===== src/rtl/asd_pkg.sv =====
package asd_pkg;
  localparam int unsigned WORD_W = 16;

  localparam logic [WORD_W-1:0] PRE_A     = 16'hF872;
  localparam logic [WORD_W-1:0] PRE_B     = 16'h4E1F;
  localparam logic [WORD_W-1:0] D16_FIRST = 16'h7FFE;
  localparam logic [WORD_W-1:0] D16_LAST  = 16'h8001;
  localparam logic [WORD_W-1:0] D14_FIRST = 16'h1FFF;
  localparam logic [WORD_W-1:0] D14_MID   = 16'hE800;
  localparam logic [11:0]       D14_TOP   = 12'h07F;

  typedef enum logic [2:0] {
    NP_IDLE, NP_Z1, NP_Z2, NP_Z3, NP_Z4, NP_PA, NP_PC, NP_PD
  } np_state_e;

  typedef enum logic [0:0] {D16_IDLE, D16_W1} d16_state_e;
  typedef enum logic [1:0] {D14_IDLE, D14_W1, D14_W2} d14_state_e;
endpackage


===== src/rtl/asd_rst_sync.sv =====
module asd_rst_sync (
  input  logic clk,
  input  logic rst_n,
  output logic rst_n_s
);
  logic meta_q;
  logic out_q;

  always_ff @(posedge clk or negedge rst_n) begin
    if (!rst_n) begin
      meta_q <= 1'b0;
      out_q  <= 1'b0;
    end else begin
      meta_q <= 1'b1;
      out_q  <= meta_q;
    end
  end

  assign rst_n_s = out_q;
endmodule


===== src/rtl/asd_npcm_match.sv =====
module asd_npcm_match
  import asd_pkg::*;
(
  input  logic              clk,
  input  logic              rst_n,
  input  logic              srst,
  input  logic              vld,
  input  logic [WORD_W-1:0] word,
  output logic              hit,
  output logic [WORD_W-1:0] pc,
  output logic [WORD_W-1:0] pd
);
  np_state_e         st_q, st_d;
  logic [WORD_W-1:0] pc_q, pc_d, pd_q, pd_d;
  logic              is_zero;

  assign is_zero = (word == '0);

  always_comb begin
    st_d = st_q;
    pc_d = pc_q;
    pd_d = pd_q;
    hit  = 1'b0;
    unique case (st_q)
      NP_IDLE: st_d = is_zero ? NP_Z1 : NP_IDLE;
      NP_Z1:   st_d = is_zero ? NP_Z2 : NP_IDLE;
      NP_Z2:   st_d = is_zero ? NP_Z3 : NP_IDLE;
      NP_Z3:   st_d = is_zero ? NP_Z4 : NP_IDLE;
      NP_Z4: begin
        if (word == PRE_A)  st_d = NP_PA;
        else if (is_zero)   st_d = NP_Z4;
        else                st_d = NP_IDLE;
      end
      NP_PA: begin
        if (word == PRE_B) begin
          hit  = vld && !srst;
          st_d = NP_PC;
        end else if (is_zero) begin
          st_d = NP_Z1;
        end else begin
          st_d = NP_IDLE;
        end
      end
      NP_PC: begin
        pc_d = word;
        st_d = NP_PD;
      end
      NP_PD: begin
        pd_d = word;
        st_d = NP_IDLE;
      end
      default: st_d = NP_IDLE;
    endcase
  end

  always_ff @(posedge clk or negedge rst_n) begin
    if (!rst_n) begin
      st_q <= NP_IDLE;
      pc_q <= '0;
      pd_q <= '0;
    end else if (srst) begin
      st_q <= NP_IDLE;
      pc_q <= '0;
      pd_q <= '0;
    end else if (vld) begin
      st_q <= st_d;
      pc_q <= pc_d;
      pd_q <= pd_d;
    end
  end

  assign pc = pc_q;
  assign pd = pd_q;
endmodule


===== src/rtl/asd_dts_match.sv =====
module asd_dts_match
  import asd_pkg::*;
(
  input  logic              clk,
  input  logic              rst_n,
  input  logic              srst,
  input  logic              vld,
  input  logic [WORD_W-1:0] word,
  input  logic              en14,
  input  logic              en16,
  output logic              hit
);
  d16_state_e s16_q, s16_d;
  d14_state_e s14_q, s14_d;
  logic       hit16, hit14;
  logic       upd16, upd14;

  always_comb begin
    s16_d = s16_q;
    hit16 = 1'b0;
    unique case (s16_q)
      D16_IDLE: s16_d = (word == D16_FIRST) ? D16_W1 : D16_IDLE;
      D16_W1: begin
        if (word == D16_LAST) begin
          hit16 = 1'b1;
          s16_d = D16_IDLE;
        end else if (word == D16_FIRST) begin
          s16_d = D16_W1;
        end else begin
          s16_d = D16_IDLE;
        end
      end
      default: s16_d = D16_IDLE;
    endcase
    if (!en16) s16_d = D16_IDLE;
  end

  always_comb begin
    s14_d = s14_q;
    hit14 = 1'b0;
    unique case (s14_q)
      D14_IDLE: s14_d = (word == D14_FIRST) ? D14_W1 : D14_IDLE;
      D14_W1: begin
        if (word == D14_MID)        s14_d = D14_W2;
        else if (word == D14_FIRST) s14_d = D14_W1;
        else                        s14_d = D14_IDLE;
      end
      D14_W2: begin
        if (word[WORD_W-1:4] == D14_TOP) begin
          hit14 = 1'b1;
          s14_d = D14_IDLE;
        end else if (word == D14_FIRST) begin
          s14_d = D14_W1;
        end else begin
          s14_d = D14_IDLE;
        end
      end
      default: s14_d = D14_IDLE;
    endcase
    if (!en14) s14_d = D14_IDLE;
  end

  assign upd16 = vld || !en16;
  assign upd14 = vld || !en14;

  always_ff @(posedge clk or negedge rst_n) begin
    if (!rst_n)      s16_q <= D16_IDLE;
    else if (srst)   s16_q <= D16_IDLE;
    else if (upd16)  s16_q <= s16_d;
  end

  always_ff @(posedge clk or negedge rst_n) begin
    if (!rst_n)      s14_q <= D14_IDLE;
    else if (srst)   s14_q <= D14_IDLE;
    else if (upd14)  s14_q <= s14_d;
  end

  assign hit = vld && !srst && ((hit16 && en16) || (hit14 && en14));
endmodule


===== src/rtl/asd_frame_timer.sv =====
module asd_frame_timer #(
  parameter int unsigned TIMEOUT = 4096,
  localparam int unsigned CNT_W  = $clog2(TIMEOUT)
) (
  input  logic             clk,
  input  logic             rst_n,
  input  logic             srst,
  input  logic             hit,
  input  logic             frame,
  output logic             flag,
  output logic [CNT_W-1:0] cnt
);
  localparam logic [CNT_W-1:0] LAST = CNT_W'(TIMEOUT - 1);

  logic             flag_q, flag_d;
  logic [CNT_W-1:0] cnt_q, cnt_d;
  logic             upd;

  always_comb begin
    flag_d = flag_q;
    cnt_d  = cnt_q;
    if (hit) begin
      flag_d = 1'b1;
      cnt_d  = '0;
    end else if (flag_q) begin
      if (cnt_q == LAST) begin
        flag_d = 1'b0;
        cnt_d  = '0;
      end else begin
        cnt_d = cnt_q + 1'b1;
      end
    end
  end

  assign upd = hit || frame;

  always_ff @(posedge clk or negedge rst_n) begin
    if (!rst_n) begin
      flag_q <= 1'b0;
      cnt_q  <= '0;
    end else if (srst) begin
      flag_q <= 1'b0;
      cnt_q  <= '0;
    end else if (upd) begin
      flag_q <= flag_d;
      cnt_q  <= cnt_d;
    end
  end

  assign flag = flag_q;
  assign cnt  = cnt_q;
endmodule


===== src/rtl/audio_sync_detect.sv =====
module audio_sync_detect
  import asd_pkg::*;
#(
  parameter int unsigned TIMEOUT = 4096,
  localparam int unsigned CNT_W  = $clog2(TIMEOUT)
) (
  input  logic              clk,
  input  logic              rst_n,
  input  logic              srst,
  input  logic              word_valid,
  input  logic [WORD_W-1:0] word_data,
  input  logic              frame_pulse,
  input  logic              dts14_en,
  input  logic              dts16_en,
  output logic              npcm_flag,
  output logic              dts_flag,
  output logic              auto_flag,
  output logic [WORD_W-1:0] burst_info,
  output logic [WORD_W-1:0] burst_len
);
  localparam int unsigned NCH = 2;

  logic             rst_n_s;
  logic             npcm_hit, dts_hit;
  logic [NCH-1:0]   ch_hit, ch_flag;
  logic [CNT_W-1:0] ch_cnt [NCH];

  asd_rst_sync u_rst (
    .clk     (clk),
    .rst_n   (rst_n),
    .rst_n_s (rst_n_s)
  );

  asd_npcm_match u_npcm (
    .clk   (clk),
    .rst_n (rst_n_s),
    .srst  (srst),
    .vld   (word_valid),
    .word  (word_data),
    .hit   (npcm_hit),
    .pc    (burst_info),
    .pd    (burst_len)
  );

  asd_dts_match u_dts (
    .clk   (clk),
    .rst_n (rst_n_s),
    .srst  (srst),
    .vld   (word_valid),
    .word  (word_data),
    .en14  (dts14_en),
    .en16  (dts16_en),
    .hit   (dts_hit)
  );

  assign ch_hit = {dts_hit, npcm_hit};

  for (genvar g = 0; g < NCH; g++) begin : g_tmr
    asd_frame_timer #(.TIMEOUT(TIMEOUT)) u_tmr (
      .clk   (clk),
      .rst_n (rst_n_s),
      .srst  (srst),
      .hit   (ch_hit[g]),
      .frame (frame_pulse),
      .flag  (ch_flag[g]),
      .cnt   (ch_cnt[g])
    );
  end

  assign npcm_flag = ch_flag[0];
  assign dts_flag  = ch_flag[1];
  assign auto_flag = |ch_flag;
endmodule


===== config.mk =====
export PLATFORM = sky130hd
export DESIGN_NAME = audio_sync_detect
export DESIGN_NICKNAME = d
export VERILOG_FILES = /design/src/rtl/asd_pkg.sv /design/src/rtl/asd_rst_sync.sv /design/src/rtl/asd_npcm_match.sv /design/src/rtl/asd_dts_match.sv /design/src/rtl/asd_frame_timer.sv /design/src/rtl/audio_sync_detect.sv
export SDC_FILE = /design/constraint.sdc
export NUM_CORES = 1
export LEC_CHECK = 0
export ABC_AREA = 1
export BUFFER_PORTS_ARGS = -buffer_cell sky130_fd_sc_hd__buf_4
export CAP_MARGIN = 20
export CORE_MARGIN = 3
export CORE_UTILIZATION = 51
export DETAILED_ROUTE_END_ITERATION = 12
export MAX_ROUTING_LAYER = met4
export PLACE_DENSITY_LB_ADDON = 0.3
export SYNTH_ARGS = -nofsm -noshare
export SYNTH_HDL_FRONTEND = slang
export SYNTH_SLANG_ARGS = --single-unit

===== constraint.sdc =====
create_clock -name clk -period 1.9 [get_ports clk]
set_input_delay 0.095 -clock clk [delete_from_list [all_inputs] [get_ports clk]]
set_output_delay 0.095 -clock clk [all_outputs]
set_load 0.005 [all_outputs]

==> metrics.md, run 1 <==
| Metric | Value |
|---|---|
| Status | finished, final reports clean |
| RSZ-0062 raised after global routing | false |
| CP Data Required Time | 2.12 ns |
| DR DRC count | 0 |
| Clk buf depth | 2 |
| Fin nets | 554 |
| Slew HR | 66.1% |
| FF-to-FF path depth | 11 |
| #FFs+latches synth | 66 |
| CP dominant cell by count | nand2_1 |
| Setup tns final | 0 ns |
| R2R Path End | g_tmr[0].u_tmr.cnt[3]$_DFFE_PN0P_ |
| Multi-input gate area | 1830 µm² |
| Aggregate global-route resource usage | 22.9% |
| Die footprint | 8380 µm² |
| Syn nets | 484 |
| Avg Vias per Cell | 5.16 |
| Least-Margin Pin Slew | 0.504 ns |
| Crit path max-delay cell type | dfrtp_1 |
| Most common cell after layout, fill and taps aside | nand2_1 |
| Final setup margin | 0.144 ns |
| Logic pwr share | 14.2% |
| Die Height | 91.6 µm |
| Largest net degree at the start of global routing | 65 |
| Final worst-path cycle share | 92.4% |
| # resized after CTS | 0 |
| Synth unique cells | 31 |
| Clock tree from TritonCTS | built |
| Mean Syn Cell Area | 8.13 µm² |
| Routed wire length | 8770 µm |
| Post-DP HPWL | 6500 µm |
| Crit path to | g_tmr[0].u_tmr.cnt[3]$_DFFE_PN0P_ |
| Gr ovfl total | 0 |
| Setup crit end kind | flip-flop |
| Synth-to-Final Area Change | 20.4% |
| Synthesized area | 3730 µm² |
| Yosys warns | 0 |
| Seq/Total Area, Yosys | 44.2% |
| Worst-path clk slew | 0.08 ns |
| CP arrival | 1.98 ns |
| Clk_lat worst skew | 0.33 ns |
| Post-CTS Setup Bufs | 0 |
| Sw Ratio | 26.6% |
| Global-route wire length before repair | 15200 µm |
| Leakage | 2.28 nW |
| H-Tree Depth | 3 |
| Slew Viols, Final | 0 |
| Kind of critical path | flip-flop to flip-flop |
| HP Class | primary input to flip-flop |
| CTS Sinks | 66 |
| Initial Util | 53.8% |
| Clk root buf | clkbuf_8 |
| VDD IR max | 0.000484 V |
| Total CTS buffers | 9 |
| Tot Pwr | 0.00301 W |
| Max Fclk | 0.570 GHz |
| RR Startpoint | g_tmr[0].u_tmr.cnt[0]$_DFFE_PN0P_ |
| Layout cells sized above 1 | 23.0% |
| Vias in the first global route | 3184 |
| Crit-path max cell delay | 0.45 ns |
| Net Sw Power | 0.000798 W |
| Gpl congestion | 0.977 |
| Int Power | 0.00221 W |
| Reg power frac | 50.6% |
| WHS Path Cells | 3 |
| Core area | 6940 µm² |
| Routed len/inst | 13.9 µm |
| Initial DRC Count | 237 |
| Sequential cell area | 1650 µm² |
| Port bufs | 57 |
| # rows | 30 |
| Fillers | 598 |
| Final setup violation count | 0 |
| Commonest non-fill, non-tap cells in the layout | nand2_1 (110), nor2_1 (93), dfrtp_1 (65), buf_4 (63), inv_1 (49) |
| Dpl ws | 0.194 ns |
| Part of the power in the clock network | 35.3% |
| R2R setup slack | 0.14 ns |
| Max-Cap Viols | 0 |
| Initial antenna violation count | 0 |
| Ant diodes | 0 |
| Crit path max fanout | 7 |
| Critical path cell sequence | ha_1 > nand2_1 > nor2_1 > nand2_1 > nor2_1 > buf_4 > nor2_1 > nand2_1 > nor2_1 > nand2_1 > nand2_1 |
| Top-level I/O count | 58 |
| Die Width | 91.6 µm |
| Final antenna-violating net count | 0 |
| Mapped Cells | 459 |
| Pwr Density | 668 nW/µm² |
| Clk_skew | 0.00531 ns |
| Hold Fails Final Rpt | 0 |
| Hold_buf cts | 1 |
| Final min period | 1.76 ns |
| Final hold slack | 0.0195 ns |
| Crit path launch | g_tmr[0].u_tmr.cnt[0]$_DFFE_PN0P_ |
| Vias | 3249 |
| Drt first pass iters | 5 |
| Startpoint types | flip-flop |
## cell type report
type,count,share of cell area [%]
clock inverter,6,0.918
timing repair buffer,66,11.6
multi-input combinational,335,40.7
inverter,51,4.26
clock buffer,10,3.06
sequential,66,36.8
tap,96,2.67
## sequential cells by signal, summed over array words and instances, names as in the netlist
signal and flops:
u_npcm.pd 16, g_tmr.u_tmr.flag 2, u_npcm.pc 16, u_dts.s14_q 2
u_npcm.st_q 3, u_dts.s16_q 1, u_rst.meta_q 1, g_tmr.u_tmr.cnt 24
u_rst.rst_n_s 1
## worst min-delay path by stage
stage / endpoint / startpoint
finish: u_dts.s16_q$_DFFE_PN0P_ / dts16_en
global route: u_dts.s16_q$_DFFE_PN0P_ / dts16_en
CTS: u_dts.s16_q$_DFFE_PN0P_ / dts16_en
detailed placement: u_rst.meta_q$_DFF_PN0_ / rst_n
global placement: u_rst.meta_q$_DFF_PN0_ / rst_n
floorplan: u_rst.meta_q$_DFF_PN0_ / rst_n
## routing by layer
layer	vias up	global-route usage, %	part of all wire (%)	wire length (µm)
li1	1606	-	-	-
met1	1534	30.9	47	4080
met2	101	34.0	46	4000
met3	8	7.04	6.9	607
met4	0	5.15	0.94	82
met5	-	-	0	0
## worst max-delay path: cells and delay by family, from the launching register on
family | cells | cell delay, ns
adder cells (fa/ha/maj) | 1 | 0.27
AND/OR/NAND/NOR | 9 | 0.79
flip-flops | 1 | 0.45
buffers and inverters | 1 | 0.14
## power by group through the flow
stage / registers, W / clock network [W] / logic [W]
global route: 0.00153 / 0.00116 / 0.000469
global placement: 0.00154 / 0 / 0.000419
finish: 0.00152 / 0.00106 / 0.000425
detailed placement: 0.00154 / 0 / 0.000428
floorplan: 0.00156 / 0 / 0.000201
CTS: 0.00152 / 0.00110 / 0.000431
## synthesized netlist by cell type
cell type    n  area share [%]
buf_1        1            0.10
o21ai_4      1            0.44
conb_1       1            0.10
and3_1       1            0.17
dfrtp_1     66              44
mux2_4      20             8.0
nor3_1       6            0.80
a211oi_1     1            0.20
inv_1       49             4.9
nor2_1      93             9.3
xor2_1      11             2.6
or2_2        2            0.34
nand2_2      1            0.17
ha_1         2            0.67
nor2_2       1            0.17
a21oi_1      4            0.54
xnor2_1      2            0.47
o31ai_4      1            0.57
o21ai_0      6            0.80
nand2_1    110              11
inv_2        2            0.20
nor3_4       1            0.44
nand4_1     13             2.2
nand3_1     43             5.8
clkbuf_1     2            0.20
nand3b_1     1            0.20
buf_2        2            0.27
buf_12       2             1.1
o22ai_1      1            0.17
nor4_1       1            0.17
mux2_2      12             3.6
## metrics by stage
stage	instances	utilization, %	cell area [µm²]
after CTS	630	64.7	4500
after detailed placement	613	62.0	4310
after floorplan	459	-	3730
final	630	64.7	4500
after global placement	613	62.0	4310
after global routing	630	64.7	4500
## kinds of logic after synthesis
| family | synth area share (%) |
|---|---|
| multiplexers | 11.7 |
| flip-flops | 44.2 |
| XOR/XNOR | 3.05 |
| adder cells (fa/ha/maj) | 0.670 |
| AND/OR/NAND/NOR | 30.8 |
| other | 0.100 |
| buffers and inverters | 6.77 |
| AO/OA/AOI/OAI | 2.71 |
No activity file was read; power rests on OpenSTA's default activity.
==> inputs of run 2 (changes only) <==
- CORE_UTILIZATION: 51 -> 39
==> run 2 against run 1 <==
Final cell count grew 5.2%. Critical path depth is the same. Flip-flop and latch count is the same. Clock power grew 21%. Hold slack lost 0.0079 ns. Utilization shrank 15 points. Non-clock buffer count is the same. Highest routed layer unchanged.
==> metrics.md, run 2 (same netlist as run 1, synthesis figures left out) <==
| Metric | Value |
|---|---|
| Total CTS buffers | 9 (unchanged) |
| Die Height | 104 µm (was 91.6 µm) |
| Synth-to-Final Area Change | 22.7% (was 20.4%) |
| Setup crit end kind | flip-flop (unchanged) |
| Routed wire length | 9220 µm (was 8770 µm) |
| Clk_lat worst skew | 0.36 ns (was 0.33 ns) |
| CP Data Required Time | 2.15 ns (was 2.12 ns) |
| Kind of critical path | flip-flop to flip-flop (unchanged) |
| Critical path cell sequence | ha_1 > nand2_1 > nor2_1 > nand2_1 > nor2_1 > buf_4 > nor2_1 > nand2_1 > nor2_1 > nand2_1 > nand2_1 (unchanged) |
| Met1 wire length | 4380 µm (was 4080 µm) |
| Commonest non-fill, non-tap cells in the layout | nand2_1 (110), nor2_1 (93), dfrtp_1 (65), buf_4 (61), inv_1 (49) (was nand2_1 (110), nor2_1 (93), dfrtp_1 (65), buf_4 (63), inv_1 (49)) |
| Final hold slack | 0.0115 ns (was 0.0195 ns) |
| Clk buf depth | 2 (unchanged) |
| R2R Path End | g_tmr[0].u_tmr.cnt[5]$_DFFE_PN0P_ (was g_tmr[0].u_tmr.cnt[3]$_DFFE_PN0P_) |
| Top-level I/O count | 58 (unchanged) |
| CP arrival | 1.97 ns (was 1.98 ns) |
| Final min period | 1.72 ns (was 1.76 ns) |
| Final antenna-violating net count | 0 (unchanged) |
| Vias | 3229 (was 3249) |
| Post-CTS Setup Bufs | 0 (unchanged) |
| Crit path max fanout | 7 (unchanged) |
| Tot Pwr | 0.00323 W (was 0.00301 W) |
| Max-Cap Viols | 0 (unchanged) |
| # resized after CTS | 0 (unchanged) |
| Port bufs | 57 (unchanged) |
| Worst-path clk slew | 0.08 ns (about the same) |
| Clk root buf | clkbuf_8 (unchanged) |
| CP dominant cell by count | nand2_1 (unchanged) |
| Top sig layer | met4 (unchanged) |
| Startpoint types | flip-flop (unchanged) |
| Post-DP HPWL | 6670 µm (was 6500 µm) |
| Largest register FFs | 24 (unchanged) |
| Crit-path max cell delay | 0.45 ns (about the same) |
| Fin util | 49.3% (was 64.7%) |
| Metal3 WL | 475 µm (was 607 µm) |
| Initial antenna violation count | 0 (unchanged) |
| Vias in the first global route | 3230 (was 3184) |
| Crit path launch | g_tmr[0].u_tmr.cnt[0]$_DFFE_PN0P_ (unchanged) |
| DR DRC count | 0 (unchanged) |
| Leakage | 2.29 nW (was 2.28 nW) |
| Ant diodes | 0 (unchanged) |
| Fin nets | 554 (unchanged) |
| Global-route wire length before repair | 15700 µm (was 15200 µm) |
| Die Width | 104 µm (was 91.6 µm) |
| Initial DRC Count | 107 (was 237) |
| Clock tree from TritonCTS | built (unchanged) |
| Slew HR | 62.2% (was 66.1%) |
| Initial Util | 40.2% (was 53.8%) |
| HP Class | primary input to flip-flop (unchanged) |
| Post-Place Cells | 645 (was 613) |
| Max Fclk | 0.583 GHz (was 0.570 GHz) |
| FF-to-FF path depth | 11 (unchanged) |
| Final setup violation count | 0 (unchanged) |
| CTS Sinks | 66 (unchanged) |
| VDD IR max | 0.000382 V (was 0.000484 V) |
| Aggregate global-route resource usage | 18.3% (was 22.9%) |
| H-Tree Depth | 3 (unchanged) |
| Drt first pass iters | 4 (was 5) |
| Hold Fails Final Rpt | 0 (unchanged) |
| Pwr Density | 706 nW/µm² (was 668 nW/µm²) |
| Setup tns final | 0 ns (unchanged) |
| # rows | 35 (was 30) |
| Largest net degree at the start of global routing | 65 (unchanged) |
| Die footprint | 10800 µm² (was 8380 µm²) |
| Crit path to | g_tmr[0].u_tmr.cnt[5]$_DFFE_PN0P_ (was g_tmr[0].u_tmr.cnt[3]$_DFFE_PN0P_) |
| Core area | 9280 µm² (was 6940 µm²) |
| Crit path max-delay cell type | dfrtp_1 (unchanged) |
| Gr ovfl total | 0 (unchanged) |
| Status | finished, final reports clean (unchanged) |
| Routed wl met2 | 4250 µm (was 4000 µm) |
| Most common cell after layout, fill and taps aside | nand2_1 (unchanged) |
| Least-Margin Pin Slew | 0.562 ns (was 0.504 ns) |
| Clk_skew | 0.0201 ns (was 0.00531 ns) |
| Slew Viols, Final | 0 (unchanged) |
| Avg Vias per Cell | 4.87 (was 5.16) |
| Final worst-path cycle share | 90.3% (was 92.4%) |
| Routed len/inst | 13.9 µm (about the same) |
| Gpl congestion | 0.892 (was 0.977) |
| RSZ-0062 raised after global routing | false (unchanged) |
| Final std cells w/o fill | 663 (was 630) |
| RR Startpoint | g_tmr[0].u_tmr.cnt[0]$_DFFE_PN0P_ (unchanged) |
| R2R setup slack | 0.18 ns (was 0.14 ns) |
| Layout cells sized above 1 | 22.8% (was 23.0%) |
## run 2: area by class of cell
| class | instances | area (µm²) |
|---|---|---|
| clock buffer | 9 | 124 |
| timing repair buffer | 66 | 538 |
| inverter | 51 | 191 |
| clock inverter | 7 | 82.6 |
| fill | 922 | 4700 |
| tap | 129 | 161 |
| multi-input combinational | 335 | 1830 |
| sequential | 66 | 1650 |
## run 2: what timing repair did
item                                    4_1_cts  5_1_grt
hold buffers                                  2        0
endpoints found under the hold margin         4        0
endpoints found under the setup margin        0        0
## run 2: critical path, delay by kind of cell, from the launching register on
family / cells / cell delay, ns
fa+ha+maj: 1 / 0.27
simple gates: 9 / 0.76
buf+inv: 1 / 0.14
flops: 1 / 0.45
## run 2: routing by layer
metal | global-route usage, % | up-vias
li1 | - | 1603
met1 | 24.1 | 1522
met2 | 28.3 | 90
met3 | 4.67 | 14
met4 | 4.94 | 0
met5 | - | -
## run 2: metrics by stage
| stage | worst slack, ns | cell area [µm²] |
|---|---|---|
| after floorplan | 0.308 | 3730 |
| after global placement | 0.254 | 4350 |
| after detailed placement | 0.212 | 4350 |
| after CTS | 0.200 | 4580 |
| after global routing | 0.0310 | 4580 |
| final | 0.185 | 4580 |
## run 2: where the power goes
part / total (W) / switching [W] / internal, W
Combinational: 0.000429 / 0.000204 / 0.000225
Sequential: 0.00152 / 0.0000476 / 0.00147
Clock: 0.00128 / 0.000655 / 0.000629
Total: 0.00323 / 0.000907 / 0.00233
## run 2: worst min path at each step
stage | to | slack, ns | startpoint | cells after the start
2_1_floorplan | u_rst.meta_q$_DFF_PN0_ | -0.20 | rst_n | 0
3_5_place_dp | u_rst.meta_q$_DFF_PN0_ | -0.12 | rst_n | 1
4_1_cts | u_dts.s16_q$_DFFE_PN0P_ | 0.009 | dts16_en | 3
3_3_place_gp | u_rst.meta_q$_DFF_PN0_ | -0.12 | rst_n | 1
6_report | u_dts.s16_q$_DFFE_PN0P_ | 0.01 | dts16_en | 3
5_1_grt | u_dts.s16_q$_DFFE_PN0P_ | 0.01 | dts16_en | 3
==> inputs of run 3 (changes only) <==
- REMOVE_ABC_BUFFERS: not set -> 1
==> run 3 against run 2 <==
First-iteration DRC count grew 67%. Via count up 0.71%. Flip-flop and latch count is the same. Maximum frequency rose by 0.28%. Final area is 0.71% higher. Critical path depth did not move. Global-route usage decreased by 0.15 points. Register-to-register slack is essentially flat. Total power grew 1.1%. Setup slack better by 0.0049 ns. Critical path type unchanged. Largest cell class unchanged.
==> metrics.md, run 3 (same netlist as run 1, synthesis figures left out) <==
| Metric | Value |
|---|---|
| Vias | 3252 (was 3229) |
| Part of the power in the clock network | 40.3% (was 39.7%) |
| Critical path cell sequence | ha_2 > nand2_1 > nor2_1 > nand2_1 > nor2_1 > buf_4 > nor2_1 > nand2_1 > nor2_1 > nand2_1 > nand2_1 (was ha_1 > nand2_1 > nor2_1 > nand2_1 > nor2_1 > buf_4 > nor2_1 > nand2_1 > nor2_1 > nand2_1 > nand2_1) |
| CP Data Required Time | 2.14 ns (was 2.15 ns) |
| Final min period | 1.71 ns (was 1.72 ns) |
| Die Height | 104 µm (unchanged) |
| Int Power | 0.00247 W (was 0.00233 W) |
| Die Width | 104 µm (unchanged) |
| Post-CTS Setup Bufs | 0 (unchanged) |
| HP Class | primary input to flip-flop (unchanged) |
| Global-route wire length before repair | 15800 µm (was 15700 µm) |
| Status | finished, final reports clean (unchanged) |
| Post-route cell area | 4610 µm² (was 4580 µm²) |
| Routed len/inst | 13.6 µm (was 13.9 µm) |
| WHS Path Cells | 3 (unchanged) |
| Clk_lat worst skew | 0.34 ns (was 0.36 ns) |
| Post-DP HPWL | 6770 µm (was 6670 µm) |
| Worst-path clk slew | 0.08 ns (about the same) |
| Reg power frac | 46.7% (was 47.0%) |
| Kind of critical path | flip-flop to flip-flop (unchanged) |
| R2R setup slack | 0.19 ns (was 0.18 ns) |
| Vias in the first global route | 3238 (was 3230) |
| Clock tree from TritonCTS | built (unchanged) |
| Aggregate global-route resource usage | 18.2% (was 18.3%) |
| Startpoint types | flip-flop (unchanged) |
| RR Startpoint | g_tmr[0].u_tmr.cnt[0]$_DFFE_PN0P_ (unchanged) |
| Final worst-path cycle share | 90.0% (was 90.3%) |
| Net Sw Power | 0.000799 W (was 0.000907 W) |
| Total CTS buffers | 9 (unchanged) |
| Gpl congestion | 0.932 (was 0.892) |
| VDD IR max | 0.000413 V (was 0.000382 V) |
| Most common cell after layout, fill and taps aside | nand2_1 (unchanged) |
| Post-DP Area | 4370 µm² (was 4350 µm²) |
| Hold Fails Final Rpt | 0 (unchanged) |
| Clk buf depth | 2 (unchanged) |
| Slew HR | 66.3% (was 62.2%) |
| Setup tns final | 0 ns (unchanged) |
| Initial DRC Count | 179 (was 107) |
| # rows | 35 (unchanged) |
| Crit path max fanout | 7 (unchanged) |
| FF-to-FF path depth | 11 (unchanged) |
| Max-Cap Viols | 0 (unchanged) |
| Clk_skew | 0.00844 ns (was 0.0201 ns) |
| Largest register FFs | 24 (unchanged) |
| Drt first pass iters | 5 (was 4) |
| Pwr Density | 709 nW/µm² (was 706 nW/µm²) |
| Commonest non-fill, non-tap cells in the layout | nand2_1 (110), nor2_1 (93), buf_4 (66), dfrtp_1 (65), inv_1 (49) (was nand2_1 (110), nor2_1 (93), dfrtp_1 (65), buf_4 (61), inv_1 (49)) |
| CP dominant cell by count | nand2_1 (unchanged) |
| Final setup violation count | 0 (unchanged) |
| Hold endpoint | u_dts.s14_q[1]$_DFFE_PN0P_ (was u_dts.s16_q$_DFFE_PN0P_) |
| Gr ovfl total | 0 (unchanged) |
| Fillers | 940 (was 922) |
| Ant diodes | 0 (unchanged) |
| RSZ-0062 raised after global routing | false (unchanged) |
| Max Fclk | 0.585 GHz (was 0.583 GHz) |
| Final antenna-violating net count | 0 (unchanged) |
| Slew Viols, Final | 0 (unchanged) |
| Initial antenna violation count | 0 (unchanged) |
| Setup crit end kind | flip-flop (unchanged) |
| Top-level I/O count | 58 (unchanged) |
| Leakage | 2.31 nW (was 2.29 nW) |
| DR DRC count | 0 (unchanged) |
| Logic pwr share | 13.0% (was 13.3%) |
| Least-Margin Pin Slew | 0.504 ns (was 0.562 ns) |
| Core area | 9280 µm² (unchanged) |
| CTS Sinks | 66 (unchanged) |
| Port bufs | 57 (unchanged) |
| Layout cells sized above 1 | 23.4% (was 22.8%) |
| Fin nets | 558 (was 554) |
| Largest net degree at the start of global routing | 22 (was 65) |
| Clk root buf | clkbuf_8 (unchanged) |
| Routed wire length | 9090 µm (was 9220 µm) |
| Sw Ratio | 24.4% (was 28.1%) |
| CP arrival | 1.95 ns (was 1.97 ns) |
| Initial Util | 40.2% (unchanged) |
| Avg Vias per Cell | 4.88 (was 4.87) |
| Synth-to-Final Area Change | 23.5% (was 22.7%) |
| Die footprint | 10800 µm² (unchanged) |
| Crit path max-delay cell type | dfrtp_1 (unchanged) |
| Crit-path max cell delay | 0.45 ns (about the same) |
| R2R Path End | g_tmr[0].u_tmr.cnt[3]$_DFFE_PN0P_ (was g_tmr[0].u_tmr.cnt[5]$_DFFE_PN0P_) |
| H-Tree Depth | 3 (unchanged) |
| Min-delay src | dts14_en (was dts16_en) |
## run 3: what timing repair did
action | in CTS | in global routing
hold endpoints to repair | 3 | 0
setup endpoints to repair | 0 | 1
gates resized for setup | 0 | 1
hold buffers | 2 | 0
## run 3: through the flow
| stage | setup slack (ns) | std cells | hold WS (ns) | total power [W] | utilization, % |
|---|---|---|---|---|---|
| floorplan | -0.0739 | 452 | -0.201 | 0.00175 | - |
| global placement | 0.257 | 649 | -0.121 | 0.00197 | 47.1 |
| detailed placement | 0.189 | 649 | -0.121 | 0.00198 | 47.1 |
| CTS | 0.176 | 667 | 0.00101 | 0.00331 | 49.6 |
| global route | 0.0107 | 667 | 0.0295 | 0.00343 | 49.7 |
| finish | 0.189 | 667 | 0.0181 | 0.00327 | 49.7 |
## run 3: worst max-delay path by stage
| stage | start | to | slack, ns | depth (start not counted) |
|---|---|---|---|---|
| 5_1_grt | g_tmr[0].u_tmr.cnt[0]$_DFFE_PN0P_ | g_tmr[0].u_tmr.cnt[9]$_DFFE_PN0P_ | 0.01 | 10 |
| 6_report | g_tmr[0].u_tmr.cnt[0]$_DFFE_PN0P_ | g_tmr[0].u_tmr.cnt[3]$_DFFE_PN0P_ | 0.19 | 11 |
| 2_1_floorplan | u_rst.rst_n_s$_DFF_PN0_ | g_tmr[0].u_tmr.cnt[0]$_DFFE_PN0P_ | -0.07 | 0 |
| 3_3_place_gp | g_tmr[0].u_tmr.cnt[0]$_DFFE_PN0P_ | g_tmr[0].u_tmr.cnt[3]$_DFFE_PN0P_ | 0.26 | 11 |
| 3_5_place_dp | g_tmr[0].u_tmr.cnt[0]$_DFFE_PN0P_ | g_tmr[0].u_tmr.cnt[3]$_DFFE_PN0P_ | 0.19 | 11 |
| 4_1_cts | g_tmr[0].u_tmr.cnt[0]$_DFFE_PN0P_ | g_tmr[0].u_tmr.cnt[3]$_DFFE_PN0P_ | 0.18 | 11 |
## run 3: area by class of cell
cell class | instances | area (µm²) | area share [%]
multi-input combinational | 335 | 1830 | 39.7
sequential | 66 | 1650 | 35.8
timing repair buffer | 70 | 556 | 12.0
inverter | 51 | 191 | 4.15
tap | 129 | 161 | 3.50
clock buffer | 11 | 141 | 3.07
clock inverter | 5 | 77.6 | 1.68
## run 3: power groups by stage
stage | combinational (W) | sequential, W | clock, W
after floorplan | 0.000185 | 0.00156 | 0
after global placement | 0.000419 | 0.00155 | 0
after detailed placement | 0.000426 | 0.00155 | 0
after CTS | 0.000430 | 0.00153 | 0.00136
after global routing | 0.000469 | 0.00154 | 0.00142
final | 0.000425 | 0.00153 | 0.00132
## run 3: worst max-delay path: cells and delay by family, from the launching register on
kind	cells	cell delay, ns
adder cells (fa/ha/maj)	1	0.26
flip-flops	1	0.45
buffers and inverters	1	0.14
AND/OR/NAND/NOR	9	0.76
## run 3: metal layers
metal	wire (µm)	share of wire [%]	track usage, %	vias to the layer above
met1	4400	48	25.0	1533
li1	-	-	-	1616
met4	88	0.97	4.27	0
met5	0	0	-	-
met3	520	5.7	4.80	9
met2	4080	45	27.0	94
